### config.mk
export PLATFORM = sky130hd
export DESIGN_NAME = slope_delay_servo
export DESIGN_NICKNAME = d
export VERILOG_FILES = /design/src/rtl/slope_cal_pkg.sv /design/src/rtl/edge_delay_detector.sv /design/src/rtl/overflow_sampler.sv /design/src/rtl/thermo_step_reg.sv /design/src/rtl/slope_delay_servo.sv
export SDC_FILE = /design/constraint.sdc
export NUM_CORES = 1
export LEC_CHECK = 0
export ABC_AREA = 1
export BUFFER_PORTS_ARGS = -buffer_cell sky130_fd_sc_hd__buf_2
export CORE_MARGIN = 2
export CORE_UTILIZATION = 54
export DETAILED_ROUTE_END_ITERATION = 12
export PLACE_DENSITY = 0.77
export REMOVE_ABC_BUFFERS = 1
export SETUP_SLACK_MARGIN = 0.2
export SKIP_CTS_REPAIR_TIMING = 1
export SLEW_MARGIN = 20
export SYNTH_ARGS = -nofsm -noshare
export SYNTH_HDL_FRONTEND = slang
export SYNTH_SLANG_ARGS = --single-unit
export TNS_END_PERCENT = 20
### constraint.sdc
create_clock -name clk -period 1.5 [get_ports clk]
set_clock_uncertainty 0.1 [all_clocks]
set_input_delay 0.225 -clock clk [delete_from_list [all_inputs] [get_ports clk]]
set_output_delay 0.225 -clock clk [all_outputs]
set_load 0.005 [all_outputs]
### src/rtl/slope_cal_pkg.sv
package slope_cal_pkg;

  // Number of clock cycles in a measurement threshold for a counter of w bits.
  function automatic int unsigned thr_cycles(input int unsigned w);
    return 32'd1 << w;
  endfunction

  // The timeout is a fixed multiple of the threshold.
  localparam int unsigned TMO_MULT_LOG2 = 2;

  typedef enum logic {
    MEAS_IDLE = 1'b0,
    MEAS_OPEN = 1'b1
  } meas_state_e;

endpackage

### src/rtl/edge_delay_detector.sv
module edge_delay_detector (
  input  logic clk,
  input  logic rst_n,
  input  logic cal_en,
  input  logic tx_i,
  input  logic rx_i,
  input  logic force_close,
  output logic start_pulse,
  output logic echo_hit,
  output logic meas_busy
);
  import slope_cal_pkg::*;

  meas_state_e state_q;
  logic        tx_q;
  logic        want_q;
  logic        tx_change;

  assign tx_change   = tx_i ^ tx_q;
  assign start_pulse = (state_q == MEAS_IDLE) && cal_en && tx_change;
  assign echo_hit    = (state_q == MEAS_OPEN) && (rx_i == want_q);
  assign meas_busy   = (state_q == MEAS_OPEN);

  always_ff @(posedge clk) begin
    if (!rst_n) begin
      state_q <= MEAS_IDLE;
      tx_q    <= 1'b0;
      want_q  <= 1'b0;
    end else begin
      tx_q <= tx_i;
      unique case (state_q)
        MEAS_IDLE: begin
          if (start_pulse) begin
            state_q <= MEAS_OPEN;
            want_q  <= tx_i;
          end
        end
        MEAS_OPEN: begin
          if (echo_hit || force_close) begin
            state_q <= MEAS_IDLE;
          end
        end
        default: state_q <= MEAS_IDLE;
      endcase
    end
  end

endmodule

### src/rtl/overflow_sampler.sv
module overflow_sampler #(
  parameter int unsigned CNT_W = 4
) (
  input  logic clk,
  input  logic rst_n,
  input  logic start_pulse,
  input  logic meas_busy,
  input  logic echo_hit,
  output logic force_close,
  output logic late_det
);
  import slope_cal_pkg::*;

  localparam int unsigned TW      = CNT_W + TMO_MULT_LOG2;
  localparam logic [TW-1:0] OVF_AT = TW'(thr_cycles(CNT_W) - 1);
  localparam logic [TW-1:0] TMO_AT = {TW{1'b1}};

  logic [TW-1:0] cnt_q;
  logic          ovf_hit;
  logic          tmo_hit;

  assign ovf_hit     = meas_busy && (cnt_q == OVF_AT);
  assign tmo_hit     = meas_busy && (cnt_q == TMO_AT);
  assign force_close = tmo_hit && !echo_hit;

  always_ff @(posedge clk) begin
    if (!rst_n) begin
      cnt_q    <= '0;
      late_det <= 1'b0;
    end else begin
      if (start_pulse) begin
        cnt_q <= '0;
      end else if (meas_busy) begin
        cnt_q <= cnt_q + 1'b1;
      end
      late_det <= (ovf_hit || tmo_hit) && !echo_hit;
    end
  end

endmodule

### src/rtl/thermo_step_reg.sv
module thermo_step_reg #(
  parameter int unsigned CELLS = 8
) (
  input  logic             clk,
  input  logic             rst_n,
  input  logic             cal_en,
  input  logic             step,
  output logic [CELLS-1:0] cells,
  output logic             full
);

  logic advance;

  assign full    = &cells;
  assign advance = step && cal_en && !full;

  generate
    for (genvar i = 0; i < CELLS; i++) begin : g_cell
      logic feed;
      if (i == 0) begin : g_head
        assign feed = 1'b1;
      end else begin : g_body
        assign feed = cells[i-1];
      end
      always_ff @(posedge clk) begin
        if (!rst_n) begin
          cells[i] <= 1'b0;
        end else if (advance) begin
          cells[i] <= feed;
        end
      end
    end
  endgenerate

endmodule

### src/rtl/slope_delay_servo.sv
module slope_delay_servo #(
  parameter int unsigned CNT_W = 4,
  parameter int unsigned CELLS = 8
) (
  input  logic             clk,
  input  logic             rst_n,
  input  logic             cal_en,
  input  logic             tx_i,
  input  logic             rx_i,
  output logic [CELLS-1:0] slope_en,
  output logic             saturated,
  output logic             detect_o
);

  logic start_pulse;
  logic echo_hit;
  logic meas_busy;
  logic force_close;
  logic late_det;

  edge_delay_detector u_det (
    .clk         (clk),
    .rst_n       (rst_n),
    .cal_en      (cal_en),
    .tx_i        (tx_i),
    .rx_i        (rx_i),
    .force_close (force_close),
    .start_pulse (start_pulse),
    .echo_hit    (echo_hit),
    .meas_busy   (meas_busy)
  );

  overflow_sampler #(.CNT_W(CNT_W)) u_smp (
    .clk         (clk),
    .rst_n       (rst_n),
    .start_pulse (start_pulse),
    .meas_busy   (meas_busy),
    .echo_hit    (echo_hit),
    .force_close (force_close),
    .late_det    (late_det)
  );

  thermo_step_reg #(.CELLS(CELLS)) u_reg (
    .clk    (clk),
    .rst_n  (rst_n),
    .cal_en (cal_en),
    .step   (late_det),
    .cells  (slope_en),
    .full   (saturated)
  );

  assign detect_o = late_det;

endmodule

======== Word-level counts from Yosys, hierarchy flattened ========
Index checks and enable logic that the tools add are counted.
cells by class
  reduce and logical (&&, ||, !) cells .... 16
  muxes and demuxes ....................... 3
  add/sub/neg operators ................... 1
  bitwise operators ....................... 3
  equal/unequal tests ..................... 3
operator list
  cell                                                                   number
  1-bit logical AND                                                      9
  8-bit AND reduction                                                    1
  6-bit by 1-bit adder with 6-bit output, second input constant          1
  6-bit by 4-bit equality test with 1-bit output, second input constant  1
  6-bit equality test, second input constant                             1
  1-bit logical NOT                                                      2
  1-bit logical OR                                                       2
  1-bit 2-to-1 mux                                                       2
  1-bit NOT                                                              2
  1-bit case mux with 2 select lines                                     1
  2-bit AND reduction                                                    1
  2-bit OR reduction                                                     1
  1-bit equality test                                                    1
  1-bit XOR                                                              1
word-level totals
  bits of input ports ..................... 5
  flip-flop bits (word level) ............. 18
  output and inout port bits .............. 10

======== Logic depth before layout (Yosys ltp) ========
Gate-level depths: netlist (run 1).
  depth after elaboration ................. 7
  gate-level depth with buffers ........... 7
  mapped depth without buffers ............ 6

======== By module ========
Synthesis (run 1) repeated with hierarchy kept, for this count alone.
second synthesis, totals
  cells, all modules ...................... 136
  area, all modules ....................... 935.9 um^2
modules (own cells, without submodules)
  module               area an instance (um^2)  sequential area each (um^2)  cells an instance  instances
  thermo_step_reg      451.7                    160.2                        65                 1
  overflow_sampler     330.3                    140.1                        48                 1
  edge_delay_detector  153.9                    60.1                         23                 1

======== Worst setup path after synthesis (run 1) ========
OpenSTA, ideal clock, no wires.
  kind .................................... register -> register
  from .................................... register u_reg.cells[2], in the netlist u_reg.g_cell[3].feed
  to ...................................... register u_reg.cells[7]
  required time ........................... 1285 ps
  stages on the path, launching flop included .. 7
  setup time .............................. 115 ps
  buffers on the path ..................... 1
  arrival ................................. 920 ps
  setup slack ............................. 365 ps
  cell sequence ........................... dfxtp_1 > nand2_2 > nor2_4 > nand2_4 > buf_6 > a21oi_1 > nor2_1
on the way
  word-level cells in the longest chain between the ends .. 3
RTL lines
  what                               RTL line               source
  from (decl)                        thermo_step_reg.sv:8   output logic [CELLS-1:0] cells,
  from (signal, indexed assignment)  thermo_step_reg.sv:27  cells[i] <= 1'b0;
  from (signal, indexed assignment)  thermo_step_reg.sv:29  cells[i] <= feed;
  8-bit AND reduction                thermo_step_reg.sv:14  assign full = &cells;
  1-bit logical NOT                  thermo_step_reg.sv:15  assign advance = step && cal_en && !full;
  1-bit logical AND                  thermo_step_reg.sv:15
No other way between the ends.
A chain may end at the register's enable or synchronous reset.

======== Worst setup path after layout (run 1) ========
  from .................................... register u_reg.cells[1], in the netlist u_reg.g_cell[2].feed
  to ...................................... output port saturated
on the way
  word-level cells in the longest chain between the ends .. 1
RTL lines
  what                 RTL line                 source
  8-bit AND reduction  thermo_step_reg.sv:14
  to (decl)            slope_delay_servo.sv:11  output logic saturated,
No other way between the ends.

==> qor.csv, run 1 <==
stage,metric,value,unit
placement,DP Area,956,sq um
timing,RSZ-0062 raised after global routing,yes,
logic_synthesis,area share of the largest cell type after synthesis,37.9,%
setup_path,crit path DAT,1.12,ns
detailed_routing,routed length per placed instance,11.7,microns
pwr,Max rail drop VDD,0.638,mV
logic_synthesis,largest area contributor in the netlist,dfxtp_1,
placement,Port Buf Inserts,14,
logic_synthesis,most numerous cell in the Yosys netlist,nand2_1,
global_routing,combined global-route utilization of all metal layers,18.9,%
timing,final worst-path cycle share,96.5,%
timing,final critical-path required period,1.45,ns
timing,Slew @ Worst Pin,0.342,ns
setup_path,Setup crit start kind,register,
placement,global placer's final weighted congestion,0.848,
setup_path,kind of end point of the critical path,output port,
setup_path,"Critical Path, Cell by Cell",nand2_2 -> nor4_2 -> buf_2,
cells_and_area,Fill cells,142,
detailed_routing,DRT iter0 DRCs,20,
cells_and_area,post-route cell area,1050,sq um
setup_path,CP max stage delay,0.37,ns
detailed_routing,first drt pass iteration count,4,
logic_synthesis,synthesis-stage register bit count,18,
floorplanning,area of the die,2110,sq um
logic_synthesis,most used flip-flop cell after synthesis,dfxtp_1,
detailed_routing,count of nets left with antenna violations after detail routing,0,
setup_path,critical path's slowest cell,dfxtp_2,
cells_and_area,# nets final,149,
clock_network,maximum clock insertion buffer count,2,
timing,"Hold Vio Cnt, Final",0,
logic_synthesis,commonest cells in the synthesized netlist,"nand2_1, inv_1, dfxtp_1, nor2_1, a21oi_1",
global_routing,pin count of the biggest net entering global routing,16,
setup_path,family with the most delay on the worst path,flip-flops,
clock_network,clock slew seen by the registers of the worst setup and hold paths,0.10,ns
global_routing,overall overflow remaining after global route,0,
floorplanning,number of I/O pins,15,
detailed_routing,post-detailed-routing wire length,1.86,mm
global_routing,first-pass GRT wire length,2.79,mm
clock_network,clock tree from TritonCTS,done,
clock_network,H-tree levels,1,
timing,fmax,0.691,GHz
min_path,Hold/Removal Path Class,input port to register,
clock_network,sink count of the clock tree,18,
pwr,power per cell area,807,nW/um^2
run_status,status,"complete, no violations",
timing,final number of setup-violating endpoints,0,
timing,Max-Slew Margin vs Limit,77.2,%
logic_synthesis,cell area after synthesis,951,sq um
global_routing,antenna violations before repair,0,
setup_path,critical setup path kind,register to output port,
detailed_routing,Post-route DRC,0,
placement,Post-Place Worst Slack,0.264,ns
logic_synthesis,Mapped Cells,133,
clock_network,TritonCTS Buffers,3,
detailed_routing,via count,837,
floorplanning,initial standard-cell utilization of the core,56.3,%
logic_synthesis,synth unique cells,23,
floorplanning,Row Count,15,
cells_and_area,area added between synthesis and finish,10.5,%
clock_network,Clock Latency Late Sink,0.29,ns
logic_synthesis,"top cells by area, synth","dfxtp_1, nand2_1, buf_4, inv_1, a21oi_1",
logic_synthesis,"EDFF count, synth",0,
timing,number of pins with negative max-slew slack in the final report,0,
logic_synthesis,"Warnings, synthesis",0,
global_routing,via count of the first global-routing pass,719,
detailed_routing,per-cell via count in the routed design,5.26,
logic_synthesis,share of synthesized flip-flops with an asynchronous set or reset,0,%
cells_and_area,final core utilization,62.2,%
placement,post-detailed-placement half-perimeter wirelength,1.29,mm
setup_path,data required time of the worst path,1.17,ns
job,maximum capacitance violations,0,
floorplanning,DIE HEIGHT,46.0,microns
setup_path,buffering stage count on the worst path with inverters included,1,
floorplanning,total core area,1690,sq um
floorplanning,width of the chip,46.0,microns
cells_and_area,proportion of layout cells with a drive suffix above 1,29.6,%
logic_synthesis,proportion of synthesized chip area in sequential cells,37.9,%
cells_and_area,antenna fix cells,0,
logic_synthesis,synthesized area divided by synthesized cell count,7.15,sq um
timing,setup slack of the critical path after layout,0.0530,ns
clock_network,clk root buf,clkbuf_4,
pwr,leakage power figure,0.454,nW
setup_path,CP Max Fanout,4,
per-stage QoR:
| stage | hold slack, ns | std cells | power (mW) | TNS (ns) |
|---|---|---|---|---|
| floorplan | 0.237 | 122 | 0.540 | 0 |
| global placement | 0.361 | 153 | 0.556 | 0 |
| detailed placement | 0.364 | 153 | 0.559 | 0 |
| CTS | 0.0555 | 157 | 0.851 | -0.0366 |
| global route | 0.0762 | 159 | 0.881 | 0 |
| finish | 0.0555 | 159 | 0.848 | 0 |
worst reg2reg max path: stages (launching register included):
cell and delay, ns:
dfxtp_1 0.54, nand2_1 0.14, nor2_2 0.18, xor2_1 0.16
nor2_1 0.05
layout by cell type, fill, tap and decap left out, types with 3 or more instances in the layout:
| cell | instances |
|---|---|
| a21oi_1 | 11 |
| buf_2 | 14 |
| clkbuf_4 | 3 |
| dfxtp_1 | 10 |
| dfxtp_2 | 6 |
| inv_1 | 19 |
| nand2_1 | 28 |
| nand3_1 | 10 |
| nand3_2 | 3 |
| nor2_1 | 12 |
metal layers:
metal / vias to the layer above / share of wire, % / track usage [%]
li1: 430 / - / -
met1: 390 / 42 / 20.9
met2: 13 / 52 / 32.5
met3: 4 / 2.6 / 4.76
met4: 0 / 2.5 / 10.3
met5: - / 0 / 0
final cells by class:
cell class              count  area (sq um)  area share, %
multi-input cells          84           458           43.6
flip-flops and latches     18           375           35.7
repair buffers             16          85.1           8.10
inverters                  20          75.1           7.14
clock buffers               4          36.3           3.45
well taps                  17          21.3           2.02
where the power goes:
part           internal, mW  switching, mW
clock network         0.148          0.151
logic                0.0209         0.0309
registers             0.484         0.0133
total                 0.653          0.195
registers in the layout, indices dropped and copies added (netlist names):
| register | cells |
|---|---|
| u_det.meas_busy | 1 |
| u_reg.g_cell.feed | 7 |
| u_det.want_q | 1 |
| u_det.tx_q | 1 |
| u_reg.cells | 1 |
| u_smp.late_det | 1 |
| u_smp.cnt_q | 6 |
final timing paths:
kind                              from              to  slack (ns)  depth (start not counted)
setup / recovery  u_reg.g_cell[2].feed       saturated        0.05                          3
hold / removal                    tx_i      u_det.tx_q        0.06                          3
setup reg to reg       u_det.meas_busy  u_smp.cnt_q[3]        0.22                          4
hold reg to reg           u_det.want_q    u_det.want_q        0.41                          2
cells by family after synthesis:
| kind of cell | after synthesis | share of synthesized area, % |
|---|---|---|
| adder cells (fa/ha/maj) | 1 | 1.32 |
| XOR/XNOR | 1 | 0.921 |
| buffers and inverters | 31 | 17.0 |
| AND/OR/NAND/NOR | 67 | 34.2 |
| flip-flops | 18 | 37.9 |
| AO/OA/AOI/OAI | 14 | 7.63 |
| multiplexers | 1 | 1.05 |
No activity file was read; power rests on OpenSTA's default activity.
==> run 2, diff against run 1 <==
Settings changed: ABC_AREA 1 to not set, CORE_UTILIZATION 54 to 51, PLACE_DENSITY 0.77 to 0.74.
==> qor.csv, run 2 <==
stage,metric,value,unit
detailed_routing,DRT iter0 DRCs,9,
timing,"Hold Vio Cnt, Final",0,
logic_synthesis,share of synthesized area spent on multiplexers,1.27,%
detailed_routing,post-detailed-routing wire length,1.37,mm
timing,RSZ-0062 raised after global routing,yes,
cells_and_area,most frequent standard cell in the layout excluding fill and tap cells,buf_2,
placement,global placer's final weighted congestion,0.751,
logic_synthesis,dominant combinational cell family by area after synthesis,simple AND/OR/NAND/NOR gates,
floorplanning,number of I/O pins,15,
cells_and_area,area added between synthesis and finish,8.92,%
clock_network,maximum clock insertion buffer count,2,
logic_synthesis,"Warnings, synthesis",0,
clock_network,H-tree levels,1,
placement,DP Area,803,sq um
logic_synthesis,area share of the largest cell type after synthesis,45.9,%
cells_and_area,final std cells w/o fill,114,
floorplanning,area of the die,1870,sq um
logic_synthesis,"EDFF count, synth",0,
run_status,status,"complete, no violations",
setup_path,register-to-register setup slack,0.18,ns
clock_network,clock tree from TritonCTS,done,
logic_synthesis,post-synthesis simple-gate area fraction,22.6,%
logic_synthesis,share of synthesized flip-flops with an asynchronous set or reset,0,%
logic_synthesis,Mapped Cells,89,
global_routing,antenna violations before repair,0,
timing,final number of setup-violating endpoints,0,
cells_and_area,proportion of layout cells with a drive suffix above 1,31.6,%
global_routing,first-pass GRT wire length,2.14,mm
global_routing,via count of the first global-routing pass,511,
timing,final critical-path required period,1.32,ns
cells_and_area,antenna fix cells,0,
global_routing,overall overflow remaining after global route,0,
global_routing,pin count of the biggest net entering global routing,11,
logic_synthesis,synthesis-stage register bit count,18,
cells_and_area,post-route cell area,856,sq um
job,maximum capacitance violations,0,
setup_path,critical setup path kind,register to register,
detailed_routing,per-cell via count in the routed design,5.33,
clock_network,clk root buf,clkbuf_4,
clock_network,TritonCTS Buffers,3,
timing,accumulated negative setup slack,0,ns
floorplanning,width of the chip,43.3,microns
timing,Max-Slew Margin vs Limit,79.5,%
cells_and_area,"top library cells by usage in the layout, fill and taps aside","buf_2, nand2_1, a21oi_1",
setup_path,data required time of the worst path,1.63,ns
detailed_routing,routed length per placed instance,12.0,microns
placement,post-detailed-placement half-perimeter wirelength,903,microns
setup_path,Setup crit start kind,register,
pwr,Design Power,0.777,mW
placement,Placed Cells,109,
logic_synthesis,proportion of synthesized chip area in sequential cells,45.9,%
timing,fmax,0.758,GHz
logic_synthesis,Post-Synth Adder-Cell Area,1.59,%
floorplanning,Row Count,14,
detailed_routing,first drt pass iteration count,4,
pwr,Max rail drop VDD,0.648,mV
cells_and_area,# nets final,106,
logic_synthesis,compound-gate portion of the synthesized area,10.7,%
logic_synthesis,most numerous cell in the Yosys netlist,dfxtp_1,
logic_synthesis,commonest cells in the synthesized netlist,"dfxtp_1, nand2_1, a21oi_1",
detailed_routing,count of nets left with antenna violations after detail routing,0,
clock_network,clock slew seen by the registers of the worst setup and hold paths,0.09,ns
clock_network,sink count of the clock tree,18,
clock_network,Clock Latency Late Sink,0.29,ns
logic_synthesis,synthesized area divided by synthesized cell count,8.83,sq um
timing,number of pins with negative max-slew slack in the final report,0,
timing,final hold slack,0.0820,ns
logic_synthesis,synth unique cells,26,
logic_synthesis,"top cells by area, synth","dfxtp_1, buf_4, a21oi_1, nand2_1, xor2_1",
min_path,Hold/Removal Path Class,input port to register,
placement,Port Buf Inserts,14,
pwr,power per cell area,907,nW/um^2
global_routing,combined global-route utilization of all metal layers,15.9,%
timing,final worst-path cycle share,87.9,%
detailed_routing,via count,608,
floorplanning,initial standard-cell utilization of the core,53.4,%
pwr,leakage power figure,0.352,nW
setup_path,kind of end point of the critical path,register,
logic_synthesis,post-synthesis share of cell area spent on xor and xnor gates,7.80,%
logic_synthesis,largest area contributor in the netlist,dfxtp_1,
cells_and_area,flip-flop count of the largest register after layout,7,
floorplanning,total core area,1470,sq um
setup_path,crit path DAT,1.45,ns
timing,Slew @ Worst Pin,0.307,ns
detailed_routing,Post-route DRC,0,
logic_synthesis,cell area after synthesis,786,sq um
floorplanning,DIE HEIGHT,43.3,microns
logic_synthesis,most used flip-flop cell after synthesis,dfxtp_1,
setup_path,CP Max Fanout,7,
==> run 2: changes by cell type after synthesis, sizes merged, moves of 2 or more <==
cell	before	now
buf	11	9
inv	20	1
nand2	32	12
nand3	13	7
nand4	2	4
nor2	16	7
o31ai	0	2
xnor2	0	2
xor2	1	5
==> run 2: final timing paths <==
check	from	to	cells past startpoint
max	u_det.meas_busy	u_smp.cnt_q[5]	3
min reg2reg	u_reg.g_cell[7].feed	u_reg.g_cell[7].feed	2
min	tx_i	u_det.tx_q	2
max reg2reg	u_det.meas_busy	u_smp.cnt_q[5]	3
==> run 2: layout make-up <==
type                       count  area [sq um]
fill                         138           616
sequential                    18           372
multi-input combinational     59           349
timing repair buffer          16          85.1
clock buffer                   3          22.5
tap                           16          20.0
inverter                       2          7.51
==> run 2: metal layers <==
metal	up-vias	track usage [%]	wire length, microns
met5	-	0	0
met4	0	14.5	50
met3	5	2.55	52
met2	17	23.6	650
met1	272	19.3	620
li1	314	-	-
==> run 2: report_power, final <==
part / switching [mW] / internal [mW] / total, mW
registers: 0.0102 / 0.486 / 0.496
clock network: 0.137 / 0.0936 / 0.231
logic: 0.0281 / 0.0217 / 0.0497
total: 0.175 / 0.601 / 0.777
==> run 2: metrics by stage <==
step | util [%] | setup slack [ns]
floorplan | - | 0.303
global placement | 54.6 | 0.230
detailed placement | 54.6 | 0.220
CTS | 56.1 | 0.161
global route | 58.2 | 0.0873
finish | 58.2 | 0.181
==> run 2: worst max-delay path, stage by stage (launching register included) <==
cell and delay [ns]:
dfxtp_1 0.48, nand4_2 0.17, or3_1 0.37, a21oi_1 0.14
==> run 2: cells by family (layout without fill, tap and decap cells) <==
kind of cell    count (synthesis)  count (layout)
flops                          18              18
buf+inv                        12              21
compound gates                 15              15
xor+xnor                        7               7
simple gates                   35              35
mux                             1               1
fa+ha+maj                       1               1
==> run 3, diff against run 2 <==
Settings changed: REMOVE_ABC_BUFFERS 1 to not set.
==> qor.csv, run 3 (synthesized netlist as in run 2, its figures left out) <==
stage,metric,value,unit
run_status,status,"complete, no violations",
cells_and_area,area of combinational cells with multiple inputs,358,sq um
cells_and_area,area added between synthesis and finish,10.7,%
timing,final worst-path cycle share,86.0,%
job,maximum capacitance violations,0,
pwr,proportion of power drawn by combinational gates,6.9,%
setup_path,Setup crit start kind,register,
min_path,Hold/Removal Path Class,input port to register,
cells_and_area,flip-flop count of the largest register after layout,7,
pwr,leakage power figure,0.348,nW
timing,"Hold Vio Cnt, Final",0,
setup_path,buffering stage count on the worst path with inverters included,1,
detailed_routing,DRT iter0 DRCs,4,
detailed_routing,first drt pass iteration count,4,
timing,fmax,0.776,GHz
cells_and_area,proportion of layout cells with a drive suffix above 1,31.6,%
clock_network,TritonCTS Buffers,3,
global_routing,met3 Resource Use GR,2.55,%
pwr,sequential share of power,64.0,%
clock_network,H-tree levels,1,
pwr,share of power burned in the clock network,29.2,%
placement,post-detailed-placement half-perimeter wirelength,936,microns
floorplanning,area of the die,1870,sq um
global_routing,antenna violations before repair,0,
clock_network,Clock Latency Late Sink,0.28,ns
clock_network,clock tree from TritonCTS,done,
setup_path,data required time of the worst path,1.17,ns
floorplanning,DIE HEIGHT,43.3,microns
detailed_routing,per-cell via count in the routed design,5.36,
detailed_routing,Post-route DRC,0,
detailed_routing,via count,611,
global_routing,via count of the first global-routing pass,457,
floorplanning,number of I/O pins,15,
timing,final critical-path required period,1.29,ns
global_routing,combined global-route utilization of all metal layers,14.7,%
timing,final number of setup-violating endpoints,0,
setup_path,"Critical Path, Cell by Cell",buf_2,
clock_network,sink count of the clock tree,18,
timing,accumulated negative setup slack,0,ns
placement,global placer's final weighted congestion,0.755,
pwr,internal power,0.602,mW
placement,DP Area,803,sq um
setup_path,critical path's slowest cell,dfxtp_1,
pwr,Max rail drop VDD,0.522,mV
clock_network,clock slew seen by the registers of the worst setup and hold paths,0.09,ns
timing,RSZ-0062 raised after global routing,yes,
global_routing,overall overflow remaining after global route,0,
cells_and_area,Fill cells,138,
setup_path,kind of end point of the critical path,output port,
timing,Max-Slew Margin vs Limit,72.3,%
cells_and_area,most frequent standard cell in the layout excluding fill and tap cells,buf_2,
setup_path,family with the most delay on the worst path,flip-flops,
timing,Slew @ Worst Pin,0.413,ns
placement,Port Buf Inserts,14,
global_routing,pin count of the biggest net entering global routing,11,
cells_and_area,FF/Latch Area,377,sq um
cells_and_area,antenna fix cells,0,
detailed_routing,routed length per placed instance,11.2,microns
detailed_routing,count of nets left with antenna violations after detail routing,0,
pwr,P_sw,0.172,mW
floorplanning,initial standard-cell utilization of the core,53.4,%
setup_path,CP max stage delay,0.51,ns
global_routing,first-pass GRT wire length,1.97,mm
logic_synthesis,number of nets in the synthesized netlist,95,
pwr,power per cell area,890,nW/um^2
detailed_routing,post-detailed-routing wire length,1.28,mm
clock_network,clk root buf,clkbuf_4,
setup_path,critical setup path kind,register to output port,
setup_path,crit path DAT,0.96,ns
floorplanning,width of the chip,43.3,microns
timing,number of pins with negative max-slew slack in the final report,0,
floorplanning,Row Count,14,
cells_and_area,post-route cell area,870,sq um
cells_and_area,# nets final,106,
floorplanning,total core area,1470,sq um
global_routing,met2 Track Usage GR,20.9,%
cells_and_area,"top library cells by usage in the layout, fill and taps aside","buf_2, nand2_1, a21oi_1",
global_routing,"Most Used Layer, Global Route",met2,
setup_path,CP Max Fanout,10,
global_routing,met1 Resource Use GR,19.5,%
clock_network,maximum clock insertion buffer count,2,
pwr,Sw Share,22.2,%
==> run 3: layout make-up <==
| class | instances | area share [%] |
|---|---|---|
| repair buffers | 16 | 9.78 |
| multi-input cells | 59 | 41.2 |
| inverters | 2 | 0.863 |
| flip-flops and latches | 18 | 43.3 |
| well taps | 16 | 2.30 |
| clock buffers | 3 | 2.59 |
==> run 3: power groups by stage <==
stage | logic [mW] | registers, mW | clock network [mW]
detailed placement | 0.0481 | 0.507 | 0
global placement | 0.0475 | 0.506 | 0
floorplan | 0.0431 | 0.502 | 0
global route | 0.0586 | 0.497 | 0.252
finish | 0.0531 | 0.495 | 0.226
CTS | 0.0485 | 0.496 | 0.235
==> run 3: worst paths after layout <==
check	slack, ns	end	cells after the start	start
max	0.21	detect_o	1	u_smp.late_det
min	0.1	u_det.tx_q	2	tx_i
max reg2reg	0.25	u_smp.cnt_q[5]	4	u_smp.cnt_q[0]
min reg2reg	0.37	u_reg.g_cell[4].feed	2	u_reg.g_cell[4].feed
==> run 3: layer usage <==
layer  wire [microns]  part of all wire [%]
met3               50                   3.9
met1              591                    46
met2              604                    47
met4               34                   2.7
met5                0                     0
==> run 3: metrics by stage <==
stage	cells	utilization (%)	setup slack [ns]	total power, mW	hold slack (ns)
final	114	59.1	0.211	0.774	0.0978
after global routing	114	59.1	0.140	0.808	0.0946
after CTS	112	56.1	0.160	0.779	0.0997
after detailed placement	109	54.6	0.207	0.555	0.376
after global placement	109	54.6	0.236	0.554	0.359
after floorplan	89	-	0.316	0.545	0.247
